==> config.mk <==
export PLATFORM = sky130hd
export DESIGN_NAME = loss_scale_ctrl
export DESIGN_NICKNAME = d
export VERILOG_FILES = /design/src/rtl/loss_scale_ctrl.sv
export SDC_FILE = /design/constraint.sdc
export NUM_CORES = 1
export LEC_CHECK = 0
export CAP_MARGIN = 20
export CORE_ASPECT_RATIO = 1.5
export CORE_MARGIN = 1
export CORE_UTILIZATION = 45
export DETAILED_ROUTE_END_ITERATION = 10
export DONT_BUFFER_PORTS = 1
export HOLD_SLACK_MARGIN = 0.06
export PLACE_DENSITY_LB_ADDON = 0.2
export SLEW_MARGIN = 20
export SYNTH_ARGS = -nofsm -noshare
export SYNTH_HDL_FRONTEND = slang
export SYNTH_SLANG_ARGS = --single-unit
==> constraint.sdc <==
create_clock -name clk -period 15.9 [get_ports clk]
set_clock_uncertainty 0.1 [all_clocks]
set_input_delay 2.385 -clock clk [delete_from_list [all_inputs] [get_ports clk]]
set_output_delay 2.385 -clock clk [all_outputs]
set_load 0.03 [all_outputs]
==> src/rtl/loss_scale_ctrl.sv <==
module loss_scale_ctrl #(
  parameter int EXP_W   = 6,
  parameter int MIN_EXP = 0,
  parameter int MAX_EXP = 24,
  parameter int CNT_W   = 16,
  parameter int BACKOFF = 1
) (
  input  logic                    clk,
  input  logic                    rst,
  input  logic signed [EXP_W-1:0] cfg_init_exp,
  input  logic [CNT_W-1:0]        cfg_grow_steps,
  input  logic                    grad_valid,
  input  logic                    grad_last,
  input  logic [15:0]             grad_data,
  output logic                    step_done,
  output logic                    step_skip,
  output logic signed [EXP_W-1:0] scale_exp,
  input  logic [15:0]             unscale_in,
  output logic [15:0]             unscale_out,
  output logic                    unscale_ovf
);
  localparam int T_W = EXP_W + 4;
  localparam logic signed [EXP_W-1:0] EMIN = EXP_W'(MIN_EXP);
  localparam logic signed [EXP_W-1:0] EMAX = EXP_W'(MAX_EXP);

  logic             ovf_acc;
  logic [CNT_W-1:0] clean_cnt;

  wire word_bad = grad_valid && (&grad_data[14:10]);
  wire step_end = grad_valid && grad_last;
  wire step_ovf = ovf_acc || word_bad;
  wire grow_now = ({1'b0, clean_cnt} + 1'b1) >= {1'b0, cfg_grow_steps};
  wire unused_bits = ^{grad_data[15], grad_data[9:0]};

  wire signed [EXP_W:0] exp_dn = {scale_exp[EXP_W-1], scale_exp} - (EXP_W+1)'(BACKOFF);
  wire signed [EXP_W-1:0] exp_dn_sat =
    (exp_dn < (EXP_W+1)'(MIN_EXP)) ? EMIN : exp_dn[EXP_W-1:0];
  wire signed [EXP_W-1:0] exp_up_sat =
    (scale_exp >= EMAX) ? EMAX : scale_exp + EXP_W'(1);
  wire signed [EXP_W-1:0] init_sat =
    (cfg_init_exp < EMIN) ? EMIN : (cfg_init_exp > EMAX) ? EMAX : cfg_init_exp;

  always_ff @(posedge clk) begin
    if (rst) begin
      scale_exp <= init_sat;
      clean_cnt <= '0;
      ovf_acc   <= 1'b0;
      step_done <= 1'b0;
      step_skip <= 1'b0;
    end else begin
      step_done <= step_end;
      step_skip <= step_end && step_ovf;
      if (step_end) begin
        ovf_acc   <= 1'b0;
        clean_cnt <= '0;
        if (step_ovf)
          scale_exp <= exp_dn_sat;
        else if (grow_now)
          scale_exp <= exp_up_sat;
        else
          clean_cnt <= clean_cnt + 1'b1;
      end else if (word_bad) begin
        ovf_acc <= 1'b1;
      end
    end
  end

  logic                  u_sgn;
  logic [4:0]            u_e;
  logic [10:0]           u_sig, u_norm;
  logic [3:0]            u_lz;
  logic signed [T_W-1:0] u_t;
  logic [T_W-1:0]        u_rsh;

  always_comb begin
    u_sgn = unscale_in[15];
    u_e   = unscale_in[14:10];
    u_sig = {u_e != 5'd0, unscale_in[9:0]};
    u_lz  = 4'd11;
    for (int i = 0; i < 11; i++)
      if (u_sig[i]) u_lz = 4'(10 - i);
    u_norm = u_sig << u_lz;
    u_t    = T_W'($signed({1'b0, (u_e == 5'd0) ? 5'd1 : u_e}))
           - T_W'($signed({1'b0, u_lz}))
           - T_W'(scale_exp);
    u_rsh  = T_W'(1) - u_t;
    unscale_ovf = 1'b0;
    if (&u_e)
      unscale_out = unscale_in;
    else if (u_sig == 11'd0)
      unscale_out = {u_sgn, 15'd0};
    else if (u_t >= T_W'(31)) begin
      unscale_out = {u_sgn, 5'h1f, 10'd0};
      unscale_ovf = 1'b1;
    end else if (u_t >= T_W'(1))
      unscale_out = {u_sgn, u_t[4:0], u_norm[9:0]};
    else if (u_rsh >= T_W'(11))
      unscale_out = {u_sgn, 15'd0};
    else
      unscale_out = {u_sgn, 5'd0, u_norm[10:1] >> (u_rsh - 1'b1)};
  end
endmodule

Word level (Yosys, flattened, before mapping)
Cells that the tools add are included.
W data, S select, Z words.
{"block": "word_totals", "ff_bits": 25, "inputBits": 58, "out_inout_bits": 25, "wordCells": 66}
{"block": "classes", "n_addsub": 8, "n_lt_le_gt_ge": 8, "shifts": 2, "n_mux": 30, "n_reduce_logical": 13}
{"cell": "$mux W15", "n": 4}
{"cell": "$mux W6", "n": 8}
{"cell": "$mux W4", "n": 10}
{"cell": "$mux W16", "n": 2}
{"cell": "$add A16 B1 Y17 const B", "n": 1}
{"cell": "$ge A17 B16 Y1", "n": 1}
{"cell": "$add A16 B1 Y16 const B", "n": 1}
{"cell": "$logic_not A11 Y1", "n": 1}
{"cell": "$shl A11 B4 Y11", "n": 1}
{"cell": "$ge A10 B4 Y1 const B", "n": 1}
{"cell": "$mux W10", "n": 1}
{"cell": "$reduce_and A5 Y1", "n": 2}
{"cell": "$shr A10 B10 Y10", "n": 1}
{"cell": "$sub A8 B2 Y9 const B", "n": 1}
{"cell": "$sub A2 B7 Y8 const A", "n": 1}
{"cell": "$ge A7 B2 Y1 const B", "n": 1}
{"cell": "$ge A7 B6 Y1 const B", "n": 1}
{"cell": "$lt A7 B1 Y1 const B", "n": 1}
{"cell": "$sub A6 B2 Y7 const B", "n": 1}
{"cell": "$sub A6 B6 Y7", "n": 1}
{"cell": "$add A6 B2 Y6 const B", "n": 1}
{"cell": "$ge A6 B6 Y1 const B", "n": 1}
{"cell": "$gt A6 B6 Y1 const B", "n": 1}
{"cell": "$lt A6 B1 Y1 const B", "n": 1}
{"cell": "11 further kinds", "n": 16}

Depth between registers and ports, before layout
Gate-level depths: netlist of run 1.
{"block": "logic_depth", "depth_word": 21, "ltp_mapped": 22, "depth_no_buf": 19}

Worst setup path after synthesis of run 1
No wires, ideal clock.
{"block": "synth_timing", "path_kind": "input to output", "start": "input unscale_in[9]", "end": "output unscale_out[0]", "t_arrival_ps": 7075, "required_ps": 13415, "setup_slack_ps": 6340, "path_stages": 21, "path_buffers": 2, "cell_sequence": "clkbuf_1 nor4_1 nand2_1 nor2_1 inv_1 ha_1 a21oi_1 nor2b_1 nor3_1 nand2b_1 ha_1 inv_1 a2111oi_2 or4b_4 and2_4 buf_6 or4_4 nand3_2 or3b_1 o211a_1 o31ai_2"}
{"block": "synth_between", "elab_chain_len": 12, "word_cells_on_any_way": 17, "classes_between": "add/sub: 4; order compare: 3; shift: 2; mux: 7; reduce/logical: 1"}
{"item": "start: declaration", "line": "18", "rtl": "input logic [15:0] unscale_in,"}
{"item": "$mux W4 (2 in a row)", "line": "81", "rtl": "if (u_sig[i]) u_lz = 4'(10 - i);"}
{"item": "$sub A5 B4 Y6", "line": "84", "rtl": "- T_W'($signed({1'b0, u_lz}))"}
{"item": "$sub A6 B6 Y7", "line": "85", "rtl": "- T_W'(scale_exp);"}
{"item": "$sub A2 B7 Y8", "line": "86", "rtl": "u_rsh = T_W'(1) - u_t;"}
{"item": "$sub A8 B2 Y9", "line": "100", "rtl": "unscale_out = {u_sgn, 5'd0, u_norm[10:1] >> (u_rsh - 1'b1)};"}
{"item": "$shr A10 B10 Y10", "line": "100"}
{"item": "$mux W10", "line": "97", "rtl": "else if (u_rsh >= T_W'(11))"}
{"item": "$mux W15", "line": "95", "rtl": "end else if (u_t >= T_W'(1))"}
{"item": "$mux W15", "line": "92", "rtl": "else if (u_t >= T_W'(31)) begin"}
{"item": "$mux W15 (*)", "line": "90", "rtl": "else if (u_sig == 11'd0)"}
{"item": "$mux W15 (*)", "line": "88", "rtl": "if (&u_e)"}
{"item": "end: declaration", "line": "19", "rtl": "output logic [15:0] unscale_out,"}
Every way passes the cells marked *; elsewhere a longest branch is shown, timed or not.

Worst setup path after layout of run 1
{"block": "layout_timing", "start": "input unscale_in[10]", "end": "output unscale_out[0]"}
{"block": "layout_between", "elab_chain_len": 12, "word_cells_on_any_way": 20, "classes_between": "add/sub: 4; order compare: 3; shift: 2; mux: 7; reduce/logical: 4"}
{"item": "$logic_not A5 Y1 or $reduce_bool A5 Y1 (tied branches)", "line": "83, 78"}
{"item": "$mux W5 or $mux W4 (tied branches)", "line": "83, 81"}
{"item": "$sub A5 B4 Y6", "line": "84"}
{"item": "$sub A6 B6 Y7", "line": "85"}
{"item": "$sub A2 B7 Y8", "line": "86"}
{"item": "$sub A8 B2 Y9", "line": "100"}
{"item": "$shr A10 B10 Y10", "line": "100"}
{"item": "$mux W10", "line": "97"}
{"item": "$mux W15", "line": "95"}
{"item": "$mux W15", "line": "92"}
{"item": "$mux W15", "line": "90"}
{"item": "$mux W15 (*)", "line": "88"}
Marked as above.

==> metrics list, run 1 <==
* Non-filler instance count after layout: 619
* CTS tree: yes
- Main area contributors after synthesis: sky130_fd_sc_hd__ha_1 11%, sky130_fd_sc_hd__dfxtp_1 9.7%, sky130_fd_sc_hd__nand2_1 5.7%
- STA classifies the critical path endpoint as an output pin.
- Dpl cells: 615
- Detailed router's first-iteration violation count: 175
- At the pin with the least slew margin, the transition time is between 1 and 1.5 ns.
* Largest net degree at the start of global routing: 22
- 0 antenna diodes ended up in the layout.
- The total area inside the core boundary comes to roughly 8400 um2.
- In the final routed layout, each cell accounts on average for 18.2 um.
- Area occupied by registers: 561 um2
- Number of stages on the worst hold path: 1
- Sinks on the clock net: 25
- In this run the number of H-tree levels came out at 1.
* Vias in the first global route: ~3800
- Setup repair after global routing left no endpoint under its margin.
- After synthesis, the mean cell area works out to 7.35 um2.
* Starting utilization of the core area: 0.465
- Count of boundary I/O pins: 83
* Half-perimeter wire length after detailed placement: between 8000 and 9000 um
- In this run the horizontal extent of the chip is 78.1 um.
* Final slew viol count: 0
- Using the TritonRoute via totals, the vias-per-cell ratio works out to 6.43.
* First-pass GRT wire length: 18100 um
- CP cell instances: nor4_1 > nand2_1 > nor2_1 > inv_1 > ha_1 > a21oi_1 > nor2b_1 > nor3_1 > nand2b_1 > ha_1 > inv_1 > a2111oi_2 > or4b_4 > and2_4 > or4_4 > nand3_2 > or3b_1 > o211a_1 > o31ai_2
* Share of layout cells above drive strength 1: 0.0684
- Number of routed nets with antenna violations: 0
- The number of hold-slack violations in the final timing report was 0.
- Of the post-synthesis cell area, the dominant cell type holds 0.112.
- Critical path's slowest cell: sky130_fd_sc_hd__o31ai_2
* Critical Setup Path Class: primary input to output pin
* Cells after synthesis: ~530
- Number of enable-type register cells in the synthesized netlist: 6
- Counting flops and latches in the post-synthesis netlist gives 25.
- Arrival @ worst endpoint: between 7 and 8 ns
* Outcome: finished clean
- Number of antenna violations at the first check in global routing: 0
* R2R Path Start: clean_cnt[0]
- Fmax: 101 MHz
- Overall die area: approximately 9100 um2
- Post-route clock period utilization: 0.625
* VDD IR max: between 0.04 and 0.05 mV
* Startpoint of the most critical hold path: clean_cnt[15]
- Total of endpoints with negative setup slack in the final report: 0
- Setup slack on the worst reg-to-reg path comes out at 12.28 ns.
- Leakage power summed over all cells: 0.00168 uW
* Number of buffers on the longest clock path: 2
- Number of setup buffers added after CTS: 0
- Post-synthesis instance area: 3910 um2
- Worst setup slack after placement: 5.98 ns
* Via count of the routed design: about 4000
* Top flip-flop cell by instance count after synthesis: sky130_fd_sc_hd__dfxtp_1
- In the final layout, the multi-input gates occupy 3100 um2.
- Post-route DRC: 0
- Total of fill cells in the finished design: roughly 870
* Die height: 116 um
- Longest individual stage delay on the worst path: approximately 0.58 ns
* Final total negative setup slack: 0 ns
- PortBufs: 0
- The tree is rooted in a sky130_fd_sc_hd__clkbuf_16.
- Hold repair after CTS inserted 0 buffers.
- Total congestion overflow: 0
- The later pin in the worst-skew pair is clocked with a latency of 0.26 ns.
- Maximum fanout along the worst path: 8
- For the worst setup path, the data required time is 13.41 ns.
* Area growth from synthesis to layout: 3.20%
* Worst hold path endpoint: clean_cnt[15]
* Class of the worst hold path: flip-flop to flip-flop
- PostCTS Resize Cnt: 0
- Synthesis produced a netlist with a net count of 626.
- Num CTS Buffers: 3
- CTS clk-pin slew, worst paths: 0.06 ns
* Cell area power density: between 70 and 80 nW/um2
* Worst-case headroom to the max-slew limit: 0.276
- Final setup margin: around 6.0 ns
- After the last flow step, the layout net total stands at a little over 600.
* Biggest area consumer among synthesized cells: sky130_fd_sc_hd__ha_1
- Total global routing track utilization: 0.248
- Number of rows created at floorplan: 41
- Most frequent cells in the layout: 59 x sky130_fd_sc_hd__nand2_1, 36 x sky130_fd_sc_hd__nor2_1, 35 x sky130_fd_sc_hd__ha_1
* Routability-driven placement congestion ratio: 0.968
* Most common cell after layout, fill and taps aside: sky130_fd_sc_hd__nand2_1
- The worst register-to-register path has a depth of 15.
- STA classifies the critical path startpoint as a primary input.
* Number of max-cap violations: 0
- Sequential element share of the synthesized area: 0.143
* Number of library cell types mapped by synthesis: 78
- The first TritonRoute pass finished after 6 iterations.
* Number of warning messages in the yosys log: 0
- WL final: 11300 um
* Async SR Flop Fraction: 0
* Endpoint of the lowest-slack register-to-register path: clean_cnt[14]
- The routed design could run at a clock period as short as 9.93 ns.
==> metal layers <==
| layer | global-route usage | part of all wire |
|---|---|---|
| met1 | 0.251 | 0.38 |
| met2 | 0.502 | 0.53 |
| met3 | 0.0211 | 0.052 |
| met4 | 0.117 | 0.038 |
| met5 | 0 | 0 |
==> state kept, by name (all words and copies together) (netlist names) <==
signal	count
step_skip	1
step_done	1
clean_cnt	16
scale_exp	6
ovf_acc	1
==> through the flow <==
step           power, uW  cell area [um2]  hold WS (ns)  utilization
2_1_floorplan        218             3910         0.376            -
3_3_place_gp         241             3960         0.388        0.470
3_5_place_dp         244             3960         0.401        0.470
4_1_cts              301             4040         0.417        0.480
5_1_grt              320             4040         0.454        0.480
6_report             302             4040         0.414        0.480
==> Yosys cell counts, types with 3 or more instances <==
cell type / number
sky130_fd_sc_hd__a21oi_1: 33
sky130_fd_sc_hd__or2_1: 3
sky130_fd_sc_hd__a32o_1: 10
sky130_fd_sc_hd__ha_1: 35
sky130_fd_sc_hd__nand4_1: 5
sky130_fd_sc_hd__nand2_1: 59
sky130_fd_sc_hd__inv_1: 32
sky130_fd_sc_hd__or4_1: 3
sky130_fd_sc_hd__o311ai_1: 3
sky130_fd_sc_hd__dfxtp_1: 19
sky130_fd_sc_hd__nor2b_1: 8
sky130_fd_sc_hd__o21a_1: 4
sky130_fd_sc_hd__or2_2: 3
sky130_fd_sc_hd__a211o_1: 3
sky130_fd_sc_hd__and3_1: 10
sky130_fd_sc_hd__o211ai_1: 4
sky130_fd_sc_hd__o221ai_1: 6
sky130_fd_sc_hd__nand3_1: 21
sky130_fd_sc_hd__a21o_1: 9
sky130_fd_sc_hd__nor3_1: 11
sky130_fd_sc_hd__clkbuf_1: 23
sky130_fd_sc_hd__mux4_2: 3
sky130_fd_sc_hd__o2111ai_1: 3
sky130_fd_sc_hd__a211oi_1: 10
sky130_fd_sc_hd__o21ai_0: 31
sky130_fd_sc_hd__a31oi_1: 4
sky130_fd_sc_hd__xnor2_1: 17
sky130_fd_sc_hd__nor2_1: 36
sky130_fd_sc_hd__nor3b_1: 3
sky130_fd_sc_hd__o31ai_1: 6
sky130_fd_sc_hd__and2_1: 6
sky130_fd_sc_hd__nand2b_1: 13
sky130_fd_sc_hd__xor2_1: 6
sky130_fd_sc_hd__mux2i_1: 13
sky130_fd_sc_hd__or3_1: 6
sky130_fd_sc_hd__o22ai_1: 4
sky130_fd_sc_hd__edfxtp_1: 6
sky130_fd_sc_hd__a31o_2: 3
sky130_fd_sc_hd__nor4_1: 8
==> cell families (layout without fill, tap and decap cells) <==
group / Yosys count / in the layout / synth area share
AND/OR/NAND/NOR: 209 / 209 / 0.275
AO/OA/AOI/OAI: 159 / 159 / 0.293
flip-flops: 25 / 25 / 0.143
adder cells (fa/ha/maj): 36 / 36 / 0.117
multiplexers: 18 / 18 / 0.0563
buffers and inverters: 62 / 42 / 0.0640
XOR/XNOR: 23 / 23 / 0.0515
==> worst max-delay path by stage <==
| stage | startpoint | endpoint | slack [ns] | cells past startpoint |
|---|---|---|---|---|
| after global placement | unscale_in[10] | unscale_out[0] | 6.03 | 19 |
| after detailed placement | unscale_in[10] | unscale_out[0] | 5.98 | 19 |
| after floorplan | unscale_in[9] | unscale_out[0] | 6.34 | 21 |
| after CTS | unscale_in[10] | unscale_out[0] | 5.96 | 19 |
| final | unscale_in[10] | unscale_out[0] | 5.97 | 19 |
| after global routing | unscale_in[10] | unscale_out[0] | 5.65 | 19 |
==> layout make-up <==
type,count,share of cell area
multi-input cells,445,0.768
clock buffers,3,0.0186
inverters,33,0.0307
well taps,107,0.0332
clock inverters,1,0.00124
repair buffers,5,0.00930
flip-flops and latches,25,0.139
==> critical path: cells and delay by family <==
kind,cells,cell delay [ns]
AO/OA/AOI/OAI,4,1.01
buffers and inverters,2,0.22
adder cells (fa/ha/maj),2,0.57
AND/OR/NAND/NOR,11,3.24
==> where the power goes <==
part,leakage [uW],switching (uW),internal [uW]
sequential,0.000212,4.95,67.2
clock,0.0000409,22.5,33.9
combinational,0.00143,114,59.2
total,0.00168,141,160
Power figures use the tool's default switching activity.
==> run 2: changes to the inputs <==
==> constraint.sdc (replaced) <==
create_clock -name clk -period 10 [get_ports clk]
set_clock_uncertainty 0.1 [all_clocks]
set_input_delay 1.5 -clock clk [delete_from_list [all_inputs] [get_ports clk]]
set_output_delay 1.5 -clock clk [all_outputs]
set_load 0.03 [all_outputs]
==> run 2 against run 1 <==
Combinational power increased by 59%; clock power increased by 61%; clock-buffer cell count unchanged; sequential power increased by 60%; critical path type unchanged; die area unchanged; hold slack improved by 0.0011 ns; via count increased by 0.53%; first-iteration DRC count decreased by 6.3%; cell area unchanged; total power increased by 59%; highest routed layer unchanged; sequential share of layout area unchanged; largest power group unchanged.
==> metrics list, run 2 (synthesized netlist as in run 1, its figures left out) <==
- The post-CTS setup repair buffer count came to 0 (unchanged).
- Sinks on the clock net: 25 (unchanged)
- CTS tree: yes
- The library cell used most frequently in the layout, excluding fill and tap cells, is sky130_fd_sc_hd__nand2_1.
* First drt pass iteration count: 5 (-1)
- The setup path with the least slack is of type primary input to output pin.
* Final setup margin: 1.83 ns (-4.14 ns)
* Share of layout cells above drive strength 1: 0.0685 (+0.000134)
- Static timing analysis puts the maximum clock frequency at 122 MHz.
- STA classifies the critical path endpoint as an output pin.
- The filler cell count is 868 (unchanged).
- The largest registers in the layout are clean_cnt (16), scale_exp (6).
- The highest net fanout along the worst path came to 8 (unchanged).
- In the layout the commonest cells are 59 x sky130_fd_sc_hd__nand2_1, 36 x sky130_fd_sc_hd__nor2_1, 35 x sky130_fd_sc_hd__ha_1.
- The tree is rooted in a sky130_fd_sc_hd__clkbuf_16.
- The max-slew violation count is 0 (unchanged).
- The routed design could run at a clock period as short as around 8.2 ns.
- Routability-driven placement congestion ratio: 0.963 (-0.52%)
* Number of routed nets with antenna violations: 0 (unchanged)
- The total area of multi-input combinational cells was 3110 um2 (+0.24%).
- Worst setup path endpoint: unscale_out[0]
- Post-route clock period utilization: 0.817
* Unrepaired setup endpoints after global routing: false
- R2R Path Start: clean_cnt[0]
- The post-placement worst setup slack was 1.81 ns (-4.17 ns).
- H-Tree Level Count: 1 (unchanged)
- The required time at the endpoint of the critical path was 8.40 ns (-5.01 ns).
- Dpl cells: 614 (-0.16%)
- Vias in the first global route: 3963 (+3.5%)
- The number of standard-cell rows in the floorplan is 41 (unchanged).
- The I/O pin count was 83 (unchanged).
* Launch point of the worst path: unscale_in[10]
- Die height: 116 um (unchanged)
- The non-filler instance count after layout was 618 (-0.16%).
- CTS clk-pin slew, worst paths: 0.06 ns (about the same)
- Routed WL per cell: 18.3 um (+0.22%)
- The number of hold-slack violations in the final timing report is 0 (unchanged).
- Width of the die: 78.1 um (unchanged)
* Arrival @ worst endpoint: 6.57 ns (-0.88 ns)
- Worst-case headroom to the max-slew limit: 0.276 (about the same)
* Class of the worst hold path: flip-flop to flip-flop
- Number of antenna violations at the first check in global routing: 0 (unchanged)
- The number of flip-flops in the largest register is 16 (unchanged).
* Total global routing track utilization: 0.254 (+0.00588)
- The worst-case reg-to-reg path depth is 16 (+1).
- Leakage power summed over all cells: 0.00168 uW (-0.18%)
- WL final: 11300 um (about the same)
- Largest net degree at the start of global routing: 22 (unchanged)
- In this run the critical register-to-register path is captured at clean_cnt[9].
- First-pass GRT wire length: 18500 um (+2.5%)
- The area of the die came to 9080 um2 (unchanged).
- Largest reg by FF count: clean_cnt
* Avg Vias per Cell: 6.47 (+0.69%)
- The worst-case vdd ir drop came to 0.111 mV (+120%).
* Final total negative setup slack: 0 ns (unchanged)
- Total congestion overflow: 0 (unchanged)
- The ratio of total power to cell area is 119 nW/um2 (+59%).
* R2R Setup Slk: 6.32 ns (-5.96 ns)
* Half-perimeter wire length after detailed placement: 8920 um (+0.48%)
- Number of max-cap violations: 0 (unchanged)
- The worst-margin pin slew came to 1.08 ns (-0.0000705 ns).
- Outcome: finished clean
* Category of the worst setup path launch point: primary input
- PostCTS Resize Cnt: 0 (unchanged)
* Number of buffers on the longest clock path: 2 (unchanged)
- The area taken by flip-flops and latches came to 561 um2 (unchanged).
- Total power after layout: 481 uW (+59%)
- The number of hold buffers added after cts came to 0 (unchanged).
- The area growth from synthesis to layout came to 3.20% (unchanged).
- Total of endpoints with negative setup slack in the final report: 0 (unchanged)
- The placeable core region came to 8410 um2 (unchanged).
- The initial core utilization came to 0.465 (unchanged).
* Detailed router's first-iteration violation count: 164 (-6.3%)
* Hold slack: 0.415 ns (+0.00106 ns)
- The detailed-route via count is 4001 (+0.53%).
- The final layout net count is 606 (-0.16%).
- Num CTS Buffers: 3 (unchanged)
- Antenna cell count: 0 (unchanged)
- The count of buffers from port buffering was 0 (unchanged).
- Post-route DRC: 0 (unchanged)
- Skew-Pair Late Insertion Delay: 0.26 ns (about the same)
run 2: cell count changes in the layout (fill, tap and decap cells not counted), sizes merged:
| cell | change |
|---|---|
| buf | -1 |
run 2: through the flow:
stage | cell area (um2) | utilization
2_1_floorplan | 3910 | -
3_3_place_gp | 3950 | 0.470
3_5_place_dp | 3950 | 0.470
4_1_cts | 4030 | 0.479
5_1_grt | 4040 | 0.480
6_report | 4040 | 0.480
run 2: cell type report:
class                      count  area share
inverter                      33      0.0307
sequential                    25       0.139
timing repair buffer           4     0.00744
multi-input combinational    445       0.770
clock buffer                   3      0.0186
tap                          107      0.0332
clock inverter                 1     0.00124
run 2: power breakdown:
| part | leakage, uW | switching [uW] | internal [uW] |
|---|---|---|---|
| registers | 0.000212 | 7.88 | 107 |
| clock network | 0.0000409 | 36.9 | 54.0 |
| logic | 0.00142 | 182 | 93.5 |
run 2: per-layer routing:
layer	wire, um	global-route usage	up-vias
li1	-	-	1933
met1	4240	0.264	1878
met2	6040	0.505	156
met3	539	0.0188	34
met4	467	0.123	0
met5	0	0	-
run 2: worst min-delay path by stage:
stage / startpoint / endpoint / cells past startpoint / slack (ns)
2_1_floorplan: clean_cnt[14] / clean_cnt[14] / 1 / 0.38
3_3_place_gp: clean_cnt[14] / clean_cnt[14] / 1 / 0.39
3_5_place_dp: clean_cnt[15] / clean_cnt[15] / 1 / 0.40
4_1_cts: clean_cnt[15] / clean_cnt[15] / 1 / 0.41
5_1_grt: clean_cnt[15] / clean_cnt[15] / 1 / 0.45
6_report: clean_cnt[15] / clean_cnt[15] / 1 / 0.42
run 2: critical path: stages:
cell and delay [ns]:
sky130_fd_sc_hd__nor4_1 0.46, sky130_fd_sc_hd__nand2_1 0.31, sky130_fd_sc_hd__nor2_1 0.24, sky130_fd_sc_hd__inv_1 0.07, sky130_fd_sc_hd__ha_1 0.30, sky130_fd_sc_hd__a21oi_1 0.22
sky130_fd_sc_hd__nor2b_1 0.09, sky130_fd_sc_hd__nor3_1 0.30, sky130_fd_sc_hd__nand2b_1 0.17, sky130_fd_sc_hd__ha_1 0.27, sky130_fd_sc_hd__inv_1 0.15, sky130_fd_sc_hd__a2111oi_2 0.07
sky130_fd_sc_hd__or4b_4 0.50, sky130_fd_sc_hd__and2_4 0.19, sky130_fd_sc_hd__or4_4 0.53, sky130_fd_sc_hd__nand3_2 0.11, sky130_fd_sc_hd__or3b_1 0.36, sky130_fd_sc_hd__o211a_1 0.15
sky130_fd_sc_hd__o31ai_2 0.59
==> run 3: changes to the inputs <==
==> constraint.sdc (replaced) <==
create_clock -name clk -period 7.4 [get_ports clk]
set_clock_uncertainty 0.1 [all_clocks]
set_input_delay 1.11 -clock clk [delete_from_list [all_inputs] [get_ports clk]]
set_output_delay 1.11 -clock clk [all_outputs]
set_load 0.03 [all_outputs]
==> run 3 against run 2 <==
Sequential share of layout area shrank 0.40 points; non-clock buffer count grew 17; clock power grew 35%; first-iteration DRC count grew 9.1%; clock-buffer cell count is the same; largest power group unchanged.
==> metrics list, run 3 (synthesized netlist as in run 1, its figures left out) <==
- The run finished with clean final reports.
- The worst-margin pin slew was 0.971 ns (-0.105 ns).
- The global router's overall resource usage was 0.252 (-0.00181).
- The worst hold path begins at clean_cnt[15].
* Num CTS Buffers: 3 (unchanged)
* Final critical delay including setup and external delays: 7.05 ns
- Endpoint type of the worst setup path: output pin
- The min-delay analysis places its worst path in the category flip-flop to flip-flop.
* Post-route clock period utilization: 0.953
* Total of fill cells in the finished design: 893 (+2.9%)
- Half-perimeter wire length after detailed placement: 9010 um (+0.98%)
- Number of setup buffers added after CTS: 0 (unchanged)
- The I/O pin count was 83 (unchanged).
* Number of routed nets with antenna violations: 0 (unchanged)
* Number of antenna violations at the first check in global routing: 0 (unchanged)
- Avg Vias per Cell: 6.39 (-1.3%)
- The number of maximum-capacitance constraint violations is 0 (unchanged).
- The total area of multi-input combinational cells is 3100 um2 (-0.24%).
* Critical Setup Path Class: primary input to output pin
* Final layout net count: 623 (+2.8%)
* Number of buffers on the longest clock path: 2 (unchanged)
- Launch point of the worst path: unscale_in[10]
* Detailed router's first-iteration violation count: 179 (+9.1%)
* CP cell instances: nor4_1 > nand2_1 > nor2_1 > inv_1 > ha_1 > a21oi_1 > nor2b_1 > nor3_1 > nand2b_1 > ha_1 > inv_1 > a2111oi_2 > or4b_4 > and2_4 > or4_4 > nand3_2 > or3b_1 > o211a_1 > o31ai_2 > buf_4
* Worst-case headroom to the max-slew limit: 0.349 (+0.0722)
- CTS tree: yes
* WL final: 11300 um (-0.19%)
- Non-filler instance count after layout: 635 (+2.8%)
- On the critical path, the stage with the largest delay is an instance of sky130_fd_sc_hd__or4_4.
* CTS clk-pin slew, worst paths: 0.07 ns (about the same)
- STA classifies the critical path startpoint as a primary input.
- The number of standard-cell rows in the floorplan is 41 (unchanged).
- Antenna cell count: 0 (unchanged)
- CTS placed an instance of sky130_fd_sc_hd__clkbuf_16 at the clock tree root.
* Cell area power density: 163 nW/um2 (+37%)
* Most common cell after layout, fill and taps aside: sky130_fd_sc_hd__nand2_1
- Core region area: 8410 um2 (unchanged)
- Starting utilization of the core area: 0.465 (unchanged)
* Fmax: 142 MHz
- Unrepaired setup endpoints after global routing: false
* Longest individual stage delay on the worst path: 0.53 ns (-0.06 ns)
* Total of endpoints with negative setup slack in the final report: 0 (unchanged)
- Share of layout cells above drive strength 1: 0.0966 (+0.0281)
- In the layout the commonest cells are 59 x sky130_fd_sc_hd__nand2_1, 36 x sky130_fd_sc_hd__nor2_1, 35 x sky130_fd_sc_hd__ha_1.
* Largest registers in the final layout: clean_cnt (16), scale_exp (6)
* Cell class contributing the biggest share of worst-path delay: simple AND/OR/NAND/NOR gates
* Vias in the first global route: 3964 (+0.025%)
- Arrival @ worst endpoint: 5.84 ns (-0.73 ns)
- Dpl cells: 631 (+2.8%)
- Final total negative setup slack: 0 ns (unchanged)
* VDD IR max: 0.169 mV (+52%)
* Die height: 116 um (unchanged)
* Routed WL per cell: 17.7 um (-2.9%)
* Width of the die: 78.1 um (unchanged)
- The detailed-route via count came to 4059 (+1.4%).
- R2R Path Start: clean_cnt[0]
* Routability-driven placement congestion ratio: 1.02 (+5.8%)
- Post-route DRC: 0 (unchanged)
- Crit path required time: 6.19 ns (-2.21 ns)
* WP buf/inv: 3 (+1)
- Skew-Pair Late Insertion Delay: 0.26 ns (about the same)
* Leakage power summed over all cells: 0.00176 uW (+5.0%)
* Final-report hold violation count: 0 (unchanged)
- Largest net degree at the start of global routing: 21 (-4.5%)
- Area growth from synthesis to layout: 6.27%
- The final global-route overflow total is 0 (unchanged).
- The max-slew violation count came to 0 (unchanged).
- PortBufs: 0 (unchanged)
* First-pass GRT wire length: 18400 um (-0.41%)
- Area occupied by registers: 561 um2 (unchanged)
- H-Tree Level Count: 1 (unchanged)
- The number of hold buffers added after cts came to 0 (unchanged).
* PostCTS Resize Cnt: 0 (unchanged)
- Flip-flop count of the largest register, all copies and words added: 16 (unchanged)
* First drt pass iteration count: 5 (unchanged)
* Sinks on the clock net: 25 (unchanged)
* Overall die area: 9080 um2 (unchanged)
* Largest reg by FF count: clean_cnt
- Maximum fanout along the worst path: 8 (unchanged)
==> run 3: per-stage QoR <==
| stage | utilization | instance area, um2 | total power, uW | setup slack (ns) | hold WS (ns) |
|---|---|---|---|---|---|
| finish | 0.494 | 4160 | 676 | 0.351 | 0.420 |
| detailed placement | 0.485 | 4080 | 551 | 0.376 | 0.405 |
| global route | 0.494 | 4160 | 719 | 0.0307 | 0.442 |
| global placement | 0.485 | 4080 | 543 | 0.474 | 0.388 |
| floorplan | - | 3910 | 469 | 0.390 | 0.376 |
| CTS | 0.494 | 4160 | 674 | 0.367 | 0.420 |
==> run 3: path summary, 6_finish.rpt <==
path | endpoint | slack, ns | depth (start not counted)
hold reg to reg | clean_cnt[15] | 0.42 | 1
setup / recovery | unscale_out[0] | 0.35 | 20
hold / removal | clean_cnt[15] | 0.42 | 1
setup reg to reg | clean_cnt[9] | 3.72 | 16
==> run 3: layout make-up <==
cell class,count,share of cell area
Clock buffer,3,0.0181
Clock inverter,1,0.00120
Inverter,33,0.0298
Multi-Input combinational cell,445,0.746
Sequential cell,25,0.135
Tap cell,107,0.0322
Timing Repair Buffer,21,0.0379
==> run 3: layer usage <==
metal  track usage  up-vias  share of wire
li1              -     1979              -
met1         0.253     1894           0.37
met2         0.504      155           0.53
met3        0.0313       31          0.055
met4         0.122        0          0.038
met5             0        -              0
==> run 3: report_power, final <==
| part | internal [uW] | switching (uW) |
|---|---|---|
| logic | 150 | 248 |
| clock network | 73.0 | 50.0 |
| registers | 144 | 10.7 |
| total | 367 | 309 |
